===== src/rtl/sa_pkg.sv =====
package sa_pkg;

    typedef enum logic [1:0] {
        S_ARMED = 2'd0,
        S_OPEN  = 2'd1,
        S_LATCH = 2'd2
    } win_state_t;

    // Maps a nibble to the analyzer's display alphabet (ASCII).
    function automatic logic [7:0] nibble_glyph(input logic [3:0] n);
        logic [7:0] g;
        case (n)
            4'd10:   g = 8'h41; // A
            4'd11:   g = 8'h43; // C
            4'd12:   g = 8'h46; // F
            4'd13:   g = 8'h48; // H
            4'd14:   g = 8'h50; // P
            4'd15:   g = 8'h55; // U
            default: g = 8'h30 + {4'd0, n};
        endcase
        return g;
    endfunction

endpackage


===== src/rtl/sa_edge_det.sv =====
module sa_edge_det #(
    parameter int LINES = 3
) (
    input  logic             clk,
    input  logic [LINES-1:0] line_i,
    input  logic [LINES-1:0] rise_sel_i,
    output logic [LINES-1:0] ev_o
);
    // History of every line; tracks the input during reset as well.
    logic [LINES-1:0] prev_q;

    always_ff @(posedge clk) begin
        prev_q <= line_i;
    end

    generate
        for (genvar g = 0; g < LINES; g++) begin : g_line
            assign ev_o[g] = rise_sel_i[g] ? (line_i[g] & ~prev_q[g])
                                           : (~line_i[g] & prev_q[g]);
        end
    endgenerate

endmodule


===== src/rtl/sa_residue.sv =====
module sa_residue #(
    parameter int               WIDTH    = 16,
    parameter logic [WIDTH-1:0] TAP_MASK = 16'h8940
) (
    input  logic             clk,
    input  logic             rst_n,
    input  logic             clr_i,
    input  logic             shift_i,
    input  logic             bit_i,
    output logic [WIDTH-1:0] res_o
);
    logic [WIDTH-1:0] res_q;
    logic             fb;

    assign fb    = (^(res_q & TAP_MASK)) ^ bit_i;
    assign res_o = res_q;

    always_ff @(posedge clk or negedge rst_n) begin
        if (!rst_n) begin
            res_q <= '0;
        end else if (clr_i) begin
            res_q <= '0;
        end else if (shift_i) begin
            res_q <= {res_q[WIDTH-2:0], fb};
        end
    end

    assert_clear_R5: assert property (@(posedge clk) disable iff (!rst_n)
        clr_i |=> (res_q == '0));

    assert_shift_moves_R5: assert property (@(posedge clk) disable iff (!rst_n)
        (shift_i && !clr_i) |=> (res_q[WIDTH-1:1] == $past(res_q[WIDTH-2:0])));

    assert_hold_R6: assert property (@(posedge clk) disable iff (!rst_n)
        (!clr_i && !shift_i) |=> $stable(res_q));

endmodule


===== src/rtl/sa_ctrl.sv =====
module sa_ctrl
    import sa_pkg::*;
#(
    parameter int WIDTH = 16
) (
    input  logic             clk,
    input  logic             rst_n,
    input  logic             start_ev_i,
    input  logic             stop_ev_i,
    input  logic             clk_ev_i,
    input  logic [WIDTH-1:0] residue_i,
    output logic             clr_o,
    output logic             shift_o,
    output logic [WIDTH-1:0] sig_o,
    output logic             done_o,
    output logic             unstable_o
);
    win_state_t       state_q, state_d;
    logic [WIDTH-1:0] sig_q;
    logic             unstable_q;
    logic             have_prev_q;
    logic             latch_now;

    // State register
    always_ff @(posedge clk or negedge rst_n) begin
        if (!rst_n) begin
            state_q <= S_ARMED;
        end else begin
            state_q <= state_d;
        end
    end

    // Transitions
    always_comb begin
        state_d = state_q;
        unique case (state_q)
            S_ARMED: if (start_ev_i) state_d = S_OPEN;
            S_OPEN:  if (stop_ev_i)  state_d = S_LATCH;
            S_LATCH: state_d = start_ev_i ? S_OPEN : S_ARMED;
            default: state_d = S_ARMED;
        endcase
    end

    // Outputs of the machine
    always_comb begin
        clr_o     = 1'b0;
        shift_o   = 1'b0;
        done_o    = 1'b0;
        latch_now = 1'b0;
        unique case (state_q)
            S_ARMED: clr_o = start_ev_i;
            S_OPEN: begin
                shift_o   = clk_ev_i && !stop_ev_i;
                latch_now = stop_ev_i;
            end
            S_LATCH: begin
                done_o = 1'b1;
                clr_o  = start_ev_i;
            end
            default: ;
        endcase
    end

    // Result and stability registers
    always_ff @(posedge clk or negedge rst_n) begin
        if (!rst_n) begin
            sig_q       <= '0;
            unstable_q  <= 1'b0;
            have_prev_q <= 1'b0;
        end else if (latch_now) begin
            sig_q       <= residue_i;
            unstable_q  <= have_prev_q && (residue_i != sig_q);
            have_prev_q <= 1'b1;
        end
    end

    assign sig_o      = sig_q;
    assign unstable_o = unstable_q;

    assert_done_pulse_R8: assert property (@(posedge clk) disable iff (!rst_n)
        done_o |=> !done_o);

    assert_result_hold_R8: assert property (@(posedge clk) disable iff (!rst_n)
        !done_o |-> $stable(sig_o));

    assert_flag_hold_R10: assert property (@(posedge clk) disable iff (!rst_n)
        !done_o |-> $stable(unstable_o));

    assert_stray_stop_R7: assert property (@(posedge clk) disable iff (!rst_n)
        (state_q == S_ARMED && stop_ev_i) |=> !done_o);

    assert_no_shift_closed_R6: assert property (@(posedge clk) disable iff (!rst_n)
        (state_q != S_OPEN) |-> !shift_o);

endmodule


===== src/rtl/sa_display.sv =====
module sa_display
    import sa_pkg::*;
#(
    parameter int WIDTH = 16,
    localparam int CHARS = WIDTH / 4
) (
    input  logic [WIDTH-1:0]   sig_i,
    output logic [CHARS*8-1:0] disp_o
);
    generate
        for (genvar c = 0; c < CHARS; c++) begin : g_char
            assign disp_o[c*8 +: 8] = nibble_glyph(sig_i[c*4 +: 4]);
        end
    endgenerate

endmodule


===== src/rtl/signature_analyzer.sv =====
module signature_analyzer #(
    parameter int                SIG_W    = 16,
    parameter logic [SIG_W-1:0]  TAP_MASK = 16'h8940,
    localparam int               CHARS    = SIG_W / 4,
    localparam int               DISP_W   = CHARS * 8
) (
    input  logic              clk,
    input  logic              rst_n,
    input  logic              probe_clk_i,
    input  logic              start_i,
    input  logic              stop_i,
    input  logic              data_i,
    input  logic              clk_rise_i,
    input  logic              start_rise_i,
    input  logic              stop_rise_i,
    output logic [SIG_W-1:0]  sig_o,
    output logic [DISP_W-1:0] disp_o,
    output logic              done_o,
    output logic              unstable_o
);
    localparam int LINES = 3;

    logic [LINES-1:0] ev;
    logic             clr, shift;
    logic [SIG_W-1:0] residue;

    sa_edge_det #(.LINES(LINES)) u_edges (
        .clk        (clk),
        .line_i     ({stop_i, start_i, probe_clk_i}),
        .rise_sel_i ({stop_rise_i, start_rise_i, clk_rise_i}),
        .ev_o       (ev)
    );

    sa_residue #(.WIDTH(SIG_W), .TAP_MASK(TAP_MASK)) u_residue (
        .clk     (clk),
        .rst_n   (rst_n),
        .clr_i   (clr),
        .shift_i (shift),
        .bit_i   (data_i),
        .res_o   (residue)
    );

    sa_ctrl #(.WIDTH(SIG_W)) u_ctrl (
        .clk        (clk),
        .rst_n      (rst_n),
        .start_ev_i (ev[1]),
        .stop_ev_i  (ev[2]),
        .clk_ev_i   (ev[0]),
        .residue_i  (residue),
        .clr_o      (clr),
        .shift_o    (shift),
        .sig_o      (sig_o),
        .done_o     (done_o),
        .unstable_o (unstable_o)
    );

    sa_display #(.WIDTH(SIG_W)) u_disp (
        .sig_i  (sig_o),
        .disp_o (disp_o)
    );

    assert_first_clean_R10: assert property (@(posedge clk) disable iff (!rst_n)
        ($rose(done_o) && sig_o == $past(sig_o)) |-> !unstable_o);

endmodule


===== config.mk =====
export PLATFORM = sky130hd
export DESIGN_NAME = signature_analyzer
export DESIGN_NICKNAME = d
export VERILOG_FILES = /design/src/rtl/sa_pkg.sv /design/src/rtl/sa_edge_det.sv /design/src/rtl/sa_residue.sv /design/src/rtl/sa_ctrl.sv /design/src/rtl/sa_display.sv /design/src/rtl/signature_analyzer.sv
export SDC_FILE = /design/constraint.sdc
export NUM_CORES = 1
export LEC_CHECK = 0
export ABC_AREA = 0
export BUFFER_PORTS_ARGS = -buffer_cell sky130_fd_sc_hd__buf_2
export CELL_PAD_IN_SITES_DETAIL_PLACEMENT = 1
export CELL_PAD_IN_SITES_GLOBAL_PLACEMENT = 1
export CORE_MARGIN = 2
export CORE_UTILIZATION = 39
export DETAILED_ROUTE_END_ITERATION = 10
export PLACE_DENSITY_LB_ADDON = 0.08
export SYNTH_ARGS = -nofsm -noshare
export SYNTH_HDL_FRONTEND = slang
export SYNTH_HIERARCHICAL = 1
export SYNTH_SLANG_ARGS = --single-unit

===== constraint.sdc =====
create_clock -name clk -period 2.4 [get_ports clk]
set_clock_uncertainty 0.15 [all_clocks]
set_input_delay 0.48 -clock clk [delete_from_list [all_inputs] [get_ports clk]]
set_output_delay 0.48 -clock clk [all_outputs]
set_load 0.01 [all_outputs]

Word level (Yosys, flattened, before mapping)
Cells that the tools add are included.
{ "op_classes": {"addsub": 4, "eq_ne": 29, "mux": 17, "n_bitwise": 13, "reduce_logical": 8} }
{ "ops": {"columns": ["operator", "count"], "rows": [
  ["$pmux W8 S6", 4],
  ["$eq A4 B4 Y1 const B", 24],
  ["$mux W16", 2],
  ["$add A6 B4 Y7 const A", 4],
  ["$ne A16 B16 Y1", 1],
  ["$reduce_xor A16 Y1", 1],
  ["$mux W1", 8],
  ["$and A1 B1 Y1", 6],
  ["$not A1 Y1", 6],
  ["$pmux W2 S3", 1],
  ["$mux W2", 2],
  ["$ne A2 B1 Y1 const B", 2],
  ["$eq A2 B1 Y1 const B", 1],
  ["$eq A2 B2 Y1 const B", 1],
  ["$logic_and A1 B1 Y1", 2],
  ["$logic_not A2 Y1", 1],
  ["$reduce_and A2 Y1", 1],
  ["$reduce_bool A2 Y1", 1],
  ["$reduce_or A2 Y1", 1],
  ["$logic_not A1 Y1", 1],
  ["$xor A1 B1 Y1", 1]
]} }
{ "word_totals": {"reg_bits": 39, "input_bits": 9, "output_inout_bits": 50, "elab_cells": 77} }

Depth between registers and ports, before layout
Gate-level depths: netlist of the first run.
{ "logic_depth": {"ltp_word": 8, "depth_mapped": 8, "depth_no_buf": 7} }

Hierarchy
Netlist of the first run, hierarchy kept.
{ "modules_own_cells": {"columns": ["module", "n_inst", "cells_per_inst", "area_per_inst_um2", "seq_area_each_um2"], "rows": [
  ["sa_ctrl", 1, 102, 938.4, 500.5],
  ["sa_residue", 1, 57, 689.4, 400.4],
  ["sa_display", 1, 79, 441.7, 0.0],
  ["sa_edge_det", 1, 12, 123.9, 60.1]
]} }

Worst setup path before layout of the first run
Ideal clock, no wire load.
{ "synth_timing": {"path_kind": "input port to flip-flop", "start": "input stop_i", "end": "register u_residue.res_q[10] (netlist: u_residue/res_o[10])", "setup_ns": 0.132, "arrival_ns": 1.603, "required_ns": 2.118, "setup_slack_ns": 0.515, "path_stages": 8, "n_path_buf": 2, "path_cell_list": "nand2b_1 -> o22ai_2 -> nor3b_1 -> and2_1 -> buf_2 -> buf_4 -> mux2i_1 -> nor2_1"} }
{ "synth_between": {"elab_chain_cells": 7, "word_cells_on_any_way": 8, "cone_classes": "mux: 2; bitwise: 3; reduce/logical: 3"} }
{ "synth_rtl": {"columns": ["element", "line", "source"], "rows": [
  ["from (decl)", "signature_analyzer.sv:11", "input logic stop_i,"],
  ["$not A1 Y1", "sa_edge_det.sv:19", ": (~line_i[g] & prev_q[g]);"],
  ["$and A1 B1 Y1", "sa_edge_det.sv:19", null],
  ["$mux W1 *", "sa_edge_det.sv:18", "assign ev_o[g] = rise_sel_i[g] ? (line_i[g] & ~prev_q[g])"],
  ["net ev[2]", "signature_analyzer.sv:23", "logic [LINES-1:0] ev;"],
  ["$logic_not A1 Y1 *", "sa_ctrl.sv:53", "shift_o = clk_ev_i && !stop_ev_i;"],
  ["$logic_and A1 B1 Y1 *", "sa_ctrl.sv:53", null],
  ["$mux W1 *", "sa_ctrl.sv:50", "unique case (state_q)"],
  ["net shift", "signature_analyzer.sv:24", "logic clr, shift;"],
  ["$reduce_bool A2 Y1 (no source line) *", null, null],
  ["to (signal assigned)", "sa_residue.sv:24", "res_q <= {res_q[WIDTH-2:0], fb};"],
  ["to (decl)", "sa_residue.sv:12", "logic [WIDTH-1:0] res_q;"]
]} }
Mark *: on every way through the listed nets, which the timed path passes. The rest lies on a longest branch.
A chain may end at the register's enable or synchronous reset.

Final worst setup path of the first run
{ "layout_timing": {"start": "register u_ctrl.sig_q[10] (netlist: u_ctrl/sig_o[10])", "end": "output disp_o[17]"} }
{ "layout_between": {"elab_chain_cells": 2, "word_cells_on_any_way": 7, "cone_classes": "eq/ne: 6; mux: 1"} }
{ "layout_rtl": {"columns": ["element", "line", "source"], "rows": [
  ["from (decl)", "sa_ctrl.sv:19", "logic [WIDTH-1:0] sig_q;"],
  ["from (signal assigned)", "sa_ctrl.sv:71", "sig_q <= residue_i;"],
  ["$eq A4 B4 Y1", "sa_pkg.sv:12", "case (n)"],
  ["$pmux W8 S6 *", "sa_pkg.sv:12", null],
  ["to (decl)", "signature_analyzer.sv:17", "output logic [DISP_W-1:0] disp_o,"]
]} }
Every way passes the cells marked *; elsewhere a longest branch is shown, timed or not.

==> reports/qor.csv, run 1 <==
metric,value,unit
drt_first_iter_violations,61,
overflow,0,
core,5473,µm²
path_delay_family,flip-flops,
die_h,79.00,µm
switching_share,28.76,%
post_drt_wl_per_cell,13.23,µm
ys_seq_area_share,43.81,%
synth.distinct_cells,30,
status,finished clean,
dpl_cell_area,2490,µm²
track_usage,16.23,%
rrSetupSlack,0.62,ns
setup_viol,0,
path_max_fanout,8,
antenna_found_initial,0,
p_sw,0.4048,mW
crit_type,reg -> out,
slew_headroom,47.01,%
cp_num_buf_inv,2,
synthTopCellsByCount,"nand2_1 (60), dfrtp_1 (36), nor2_1 (24)",
drt-vias-per-instance,4.920,
end_kind,primary output,
p_total,1.407,mW
drc,0,
grt_pass1_vias,1767,
clkPwrFrac,30.7,%
yosys_register_bits,39,
fp.dieW,79.00,µm
cts_setup_buffers,0,
numPortBuffers,54,
path_cells,inv_1 -> nor2_1 -> a31o_1 -> buf_2,
fin_crit_sh,82.97,%
avgSynthCellArea,8.773,µm²
drv_slew,0,
r2r_cells,7,
clock-sinks,39,
worstPathRequired,1.77,ns
worstPathArrival,1.36,ns
ys.flop_type,dfrtp_1,
drtAntennaViolNets,0,
grt_setup_unrepaired,no,
nFillCells,704,
rows,27,
fin_area,2571,µm²
diodes,0,
leakage,1.317,nW
totalNegativeSetupSlack,0,ns
tightestPinTransition,0.7949,ns
hpwl,3512,µm
worstReg2RegEnd,u_residue/res_o[0]$_DFFE_PN0P_,
synth.most_common_cell,nand2_1,
ys_top_cells_by_area,"dfrtp_1 (41%), nand2_1 (10%), mux2i_1 (6.8%)",
post_cts_resize_count,0,
first_pass_iters,4,
num_io_pins,59,
ctsHoldBuffers,0,
area_growth,17.23,%
max_stage_delay,0.50,ns
cts.htree.levels,2,
initial_core_util,40.08,%
drive_above_1_share,22.52,%
clk_pin_slew,0.08,ns
routabilityCongestion,0.7533,
power_density,547.4,nW/µm²
cts_tree,yes,
pwr-share-seq,52.4,%
nets,310,
yosys.area.top_type,dfrtp_1,
hold_viol_final,0,
power.internal,1.003,mW
synth_top_area_share,41.07,%
root_buffer,clkbuf_8,
die_area,6240,µm²
routed_wl,4948,µm
syn_inst,250,
multi_input_area,1090,µm²
async_reset_ff_share,92.31,%
grt_pass1_wl,8128,µm
yosysWarnings,6,
slowest_stage,dfrtp_1,
r2r_start,u_edges/prev_q[2]$_DFF_P_,
max-cap-violations,0,
power_frac_comb,16.9,%
vias,1840,
startpoint_type,register,
fin_crit,1.991,ns
hold_class,in -> async,
regArea,960.9,µm²
clk_latency,0.28,ns
cts_buffers,5,
grt_max_degree,37,
synth_area,2193,µm²
ir_drop,0.2794,mV
clockBufferDepth,2,
synth-edff-count,0,
fmax,502.2,MHz
[power groups by stage]
stage | sequential (mW) | clock (mW) | combinational [mW]
6_report | 0.738 | 0.432 | 0.238
5_1_grt | 0.745 | 0.469 | 0.265
4_1_cts | 0.739 | 0.445 | 0.242
3_5_place_dp | 0.751 | 0 | 0.242
3_3_place_gp | 0.751 | 0 | 0.237
2_1_floorplan | 0.748 | 0 | 0.165
[final cells by class]
cell class	count	area share (%)
inverter	13	1.898
tap	72	3.504
multi-input combinational	184	42.38
timing repair buffer	58	11.68
clock buffer	7	2.968
sequential	39	37.37
clock inverter	1	0.1946
[worst max path at each step]
stage,startpoint,endpoint,slack (ns),cells after the start
6_report,u_ctrl/sig_o[10]$_DFFE_PN0P_,disp_o[17],0.41,4
5_1_grt,u_ctrl/sig_o[6]$_DFFE_PN0P_,disp_o[9],0.31,4
4_1_cts,u_ctrl/sig_o[10]$_DFFE_PN0P_,disp_o[17],0.40,4
3_5_place_dp,stop_i,u_residue/res_o[0]$_DFFE_PN0P_,0.33,8
3_3_place_gp,stop_i,u_residue/res_o[0]$_DFFE_PN0P_,0.38,8
2_1_floorplan,stop_i,u_residue/res_o[10]$_DFFE_PN0P_,0.51,8
[metal layers]
| layer | vias to the layer above | routed length (µm) | track usage (%) |
|---|---|---|---|
| li1 | 897 | - | - |
| met1 | 891 | 2327 | 20.67 |
| met2 | 47 | 2353 | 28.22 |
| met3 | 5 | 215 | 2.841 |
| met4 | 0 | 51 | 4.655 |
| met5 | - | 0 | 0 |
[logic make-up after synthesis]
family	Yosys count	share of synthesized area, %
simple gates	108	21.62
buf+inv	30	7.016
xor+xnor	26	11.01
compound gates	31	9.527
flops	39	43.81
other cells	1	0.1710
mux	15	6.845
[stage by stage]
stage | hold slack [ns] | utilization [%] | std cells | setup slack [ns]
after global placement | 0.3200 | 45.50 | 366 | 0.3835
after floorplan | 0.03441 | - | 253 | 0.5147
after global routing | 0.1581 | 46.98 | 374 | 0.3076
after CTS | 0.1543 | 46.98 | 374 | 0.4032
after detailed placement | 0.3336 | 45.50 | 366 | 0.3252
final | 0.1257 | 46.98 | 374 | 0.4086
[placed cells by master (no fill, tap or decap), drive strengths merged, types with 4 or more instances in the layout]
cell type | synthesis | final
o21ai | 4 | 4
inv | 12 | 12
conb | 1 | 4
buf | 16 | 58
a21oi | 16 | 16
clkbuf | 1 | 7
nand2 | 60 | 60
xnor2 | 17 | 17
nor2 | 24 | 24
xor2 | 8 | 8
nor3b | 5 | 5
mux2i | 15 | 15
nand4 | 4 | 4
nand2b | 9 | 9
dfrtp | 36 | 36
[sequential cells by signal (all words and copies together), names as in the netlist]
signal and flops:
u_ctrl/sig_o 16, u_residue/res_o 16, u_ctrl/unstable_o 1, u_ctrl/have_prev_q 1
u_edges/prev_q 3, u_ctrl/state_q 2
Power figures use the tool's default switching activity.
==> run 2, diff against run 1 <==
--- a/config.mk
+++ b/config.mk
@@ -10,7 +10,7 @@
 export CELL_PAD_IN_SITES_DETAIL_PLACEMENT = 1
 export CELL_PAD_IN_SITES_GLOBAL_PLACEMENT = 1
 export CORE_MARGIN = 2
-export CORE_UTILIZATION = 39
+export CORE_UTILIZATION = 35
 export DETAILED_ROUTE_END_ITERATION = 10
 export PLACE_DENSITY_LB_ADDON = 0.08
 export SYNTH_ARGS = -nofsm -noshare
==> constraint.sdc (replaced) <==
create_clock -name clk -period 1.6 [get_ports clk]
set_clock_uncertainty 0.15 [all_clocks]
set_input_delay 0.32 -clock clk [delete_from_list [all_inputs] [get_ports clk]]
set_output_delay 0.32 -clock clk [all_outputs]
set_load 0.01 [all_outputs]
==> reports/qor.csv, run 2 (synthesized netlist as in run 1, its figures left out) <==
metric,value,unit
hpwl,3736,µm
fmax,563.4,MHz
final_common_cell,nand2_1,
drtAntennaViolNets,0,
grt_pass1_vias,1935,
die_h,83.16,µm
status,"complete, but fails checks",
vias,1986,
setup_viol,28,
cts.htree.levels,2,
track_usage,16.47,%
hold_class,in -> reg,
area_growth,45.52,%
fin_crit_sh,110.9,%
final_cell_mix,"nand2_1 (57), buf_2 (55), buf_4 (29)",
preCtsSetupSlack,-0.2278,ns
nets,354,
worstPathArrival,1.31,ns
regArea,978.4,µm²
drv_slew,0,
initial_core_util,36.61,%
ir_drop,0.3696,mV
nFillCells,700,
routabilityCongestion,0.6940,
path_max_fanout,7,
fin_crit,1.775,ns
num_io_pins,59,
cts_tree,yes,
clk_latency,0.28,ns
grt_pass1_wl,9384,µm
drt-vias-per-instance,4.717,
fp.dieW,83.16,µm
grt_max_degree,37,
max-cap-violations,0,
drc,0,
clk_pin_slew,0.08,ns
drt_first_iter_violations,47,
crit_type,reg -> out,
whs,0.01362,ns
multi_input_area,1245,µm²
diodes,0,
numPortBuffers,54,
core,5991,µm²
grt_setup_unrepaired,yes,
overflow,0,
rows,28,
post_drt_wl_per_cell,13.51,µm
power_density,710.0,nW/µm²
setup_ws,-0.1750,ns
antenna_found_initial,0,
clockBufferDepth,2,
violations,setup timing,
leakage,1.609,nW
drive_above_1_share,46.82,%
routed_wl,5686,µm
first_pass_iters,3,
final_util,53.28,%
worstPathRequired,1.13,ns
clock-sinks,39,
die_area,6916,µm²
startpoint_type,register,
hold_viol_final,0,
root_buffer,clkbuf_8,
end_kind,primary output,
cts_buffers,5,
-- run 2: routing by layer --
| metal | GRT usage [%] | share of wire [%] | vias to the layer above |
|---|---|---|---|
| met4 | 5.365 | 1.2 | 0 |
| li1 | - | - | 986 |
| met1 | 22.79 | 46 | 958 |
| met5 | 0 | 0 | - |
| met3 | 2.286 | 3.0 | 4 |
| met2 | 26.61 | 49 | 38 |
-- run 2: through the flow --
step | instance area [µm²] | TNS [ns] | power, mW | instances
after global placement | 2676 | -2.918 | 1.562 | 384
after CTS | 3030 | -1.823 | 2.281 | 412
after global routing | 3192 | -4.282 | 2.410 | 421
final | 3192 | -1.743 | 2.266 | 421
after detailed placement | 2676 | -3.419 | 1.568 | 384
after floorplan | 2240 | -0.1531 | 1.386 | 253
-- run 2: path summary, 6_finish.rpt --
path / start / to / slack, ns / depth (start not counted)
hold / removal: start_i / u_edges/prev_q[1]$_DFF_P_ / 0.01 / 1
setup reg to reg: u_ctrl/sig_o[4]$_DFFE_PN0P_ / u_ctrl/unstable_o$_DFFE_PN0P_ / 0.01 / 5
hold reg to reg: u_ctrl/have_prev_q$_DFFE_PN0P_ / u_ctrl/have_prev_q$_DFFE_PN0P_ / 0.34 / 1
min in group asynchronous: rst_n / u_ctrl/sig_o[13]$_DFFE_PN0P_ / 0.37 / 3
max in group asynchronous: rst_n / u_ctrl/sig_o[2]$_DFFE_PN0P_ / 0.72 / 3
setup / recovery: u_ctrl/sig_o[4]$_DFFE_PN0P_ / disp_o[10] / -0.18 / 3
-- run 2: repair_timing --
action                     CTS  global route
gates resized for setup     43            21
setup endpoints to repair   44            44
hold buffers                 2             0
setup buffers               18             7
hold endpoints to repair    37             0
pin swaps                   20            16
gates cloned                 0             2
-- run 2: report_power, final --
group	total (mW)	leakage, nW	internal, mW	switching, mW
Combinational	0.526	1.07	0.276	0.250
Clock	0.639	0.0422	0.306	0.333
Sequential	1.10	0.498	1.04	0.0621
Total	2.27	1.61	1.62	0.645
-- run 2: critical path, cell delays in order, from the launching register on --
cell and delay [ns]:
dfrtp_2 0.50, xor2_1 0.20, a21oi_1 0.16, buf_2 0.16
-- run 2: layout make-up --
class,instances,area share [%]
clock inverter,1,0.1568
tap,75,2.940
inverter,13,1.607
clock buffer,7,2.391
timing repair buffer,102,23.25
multi-input combinational,184,39.00
sequential,39,30.65
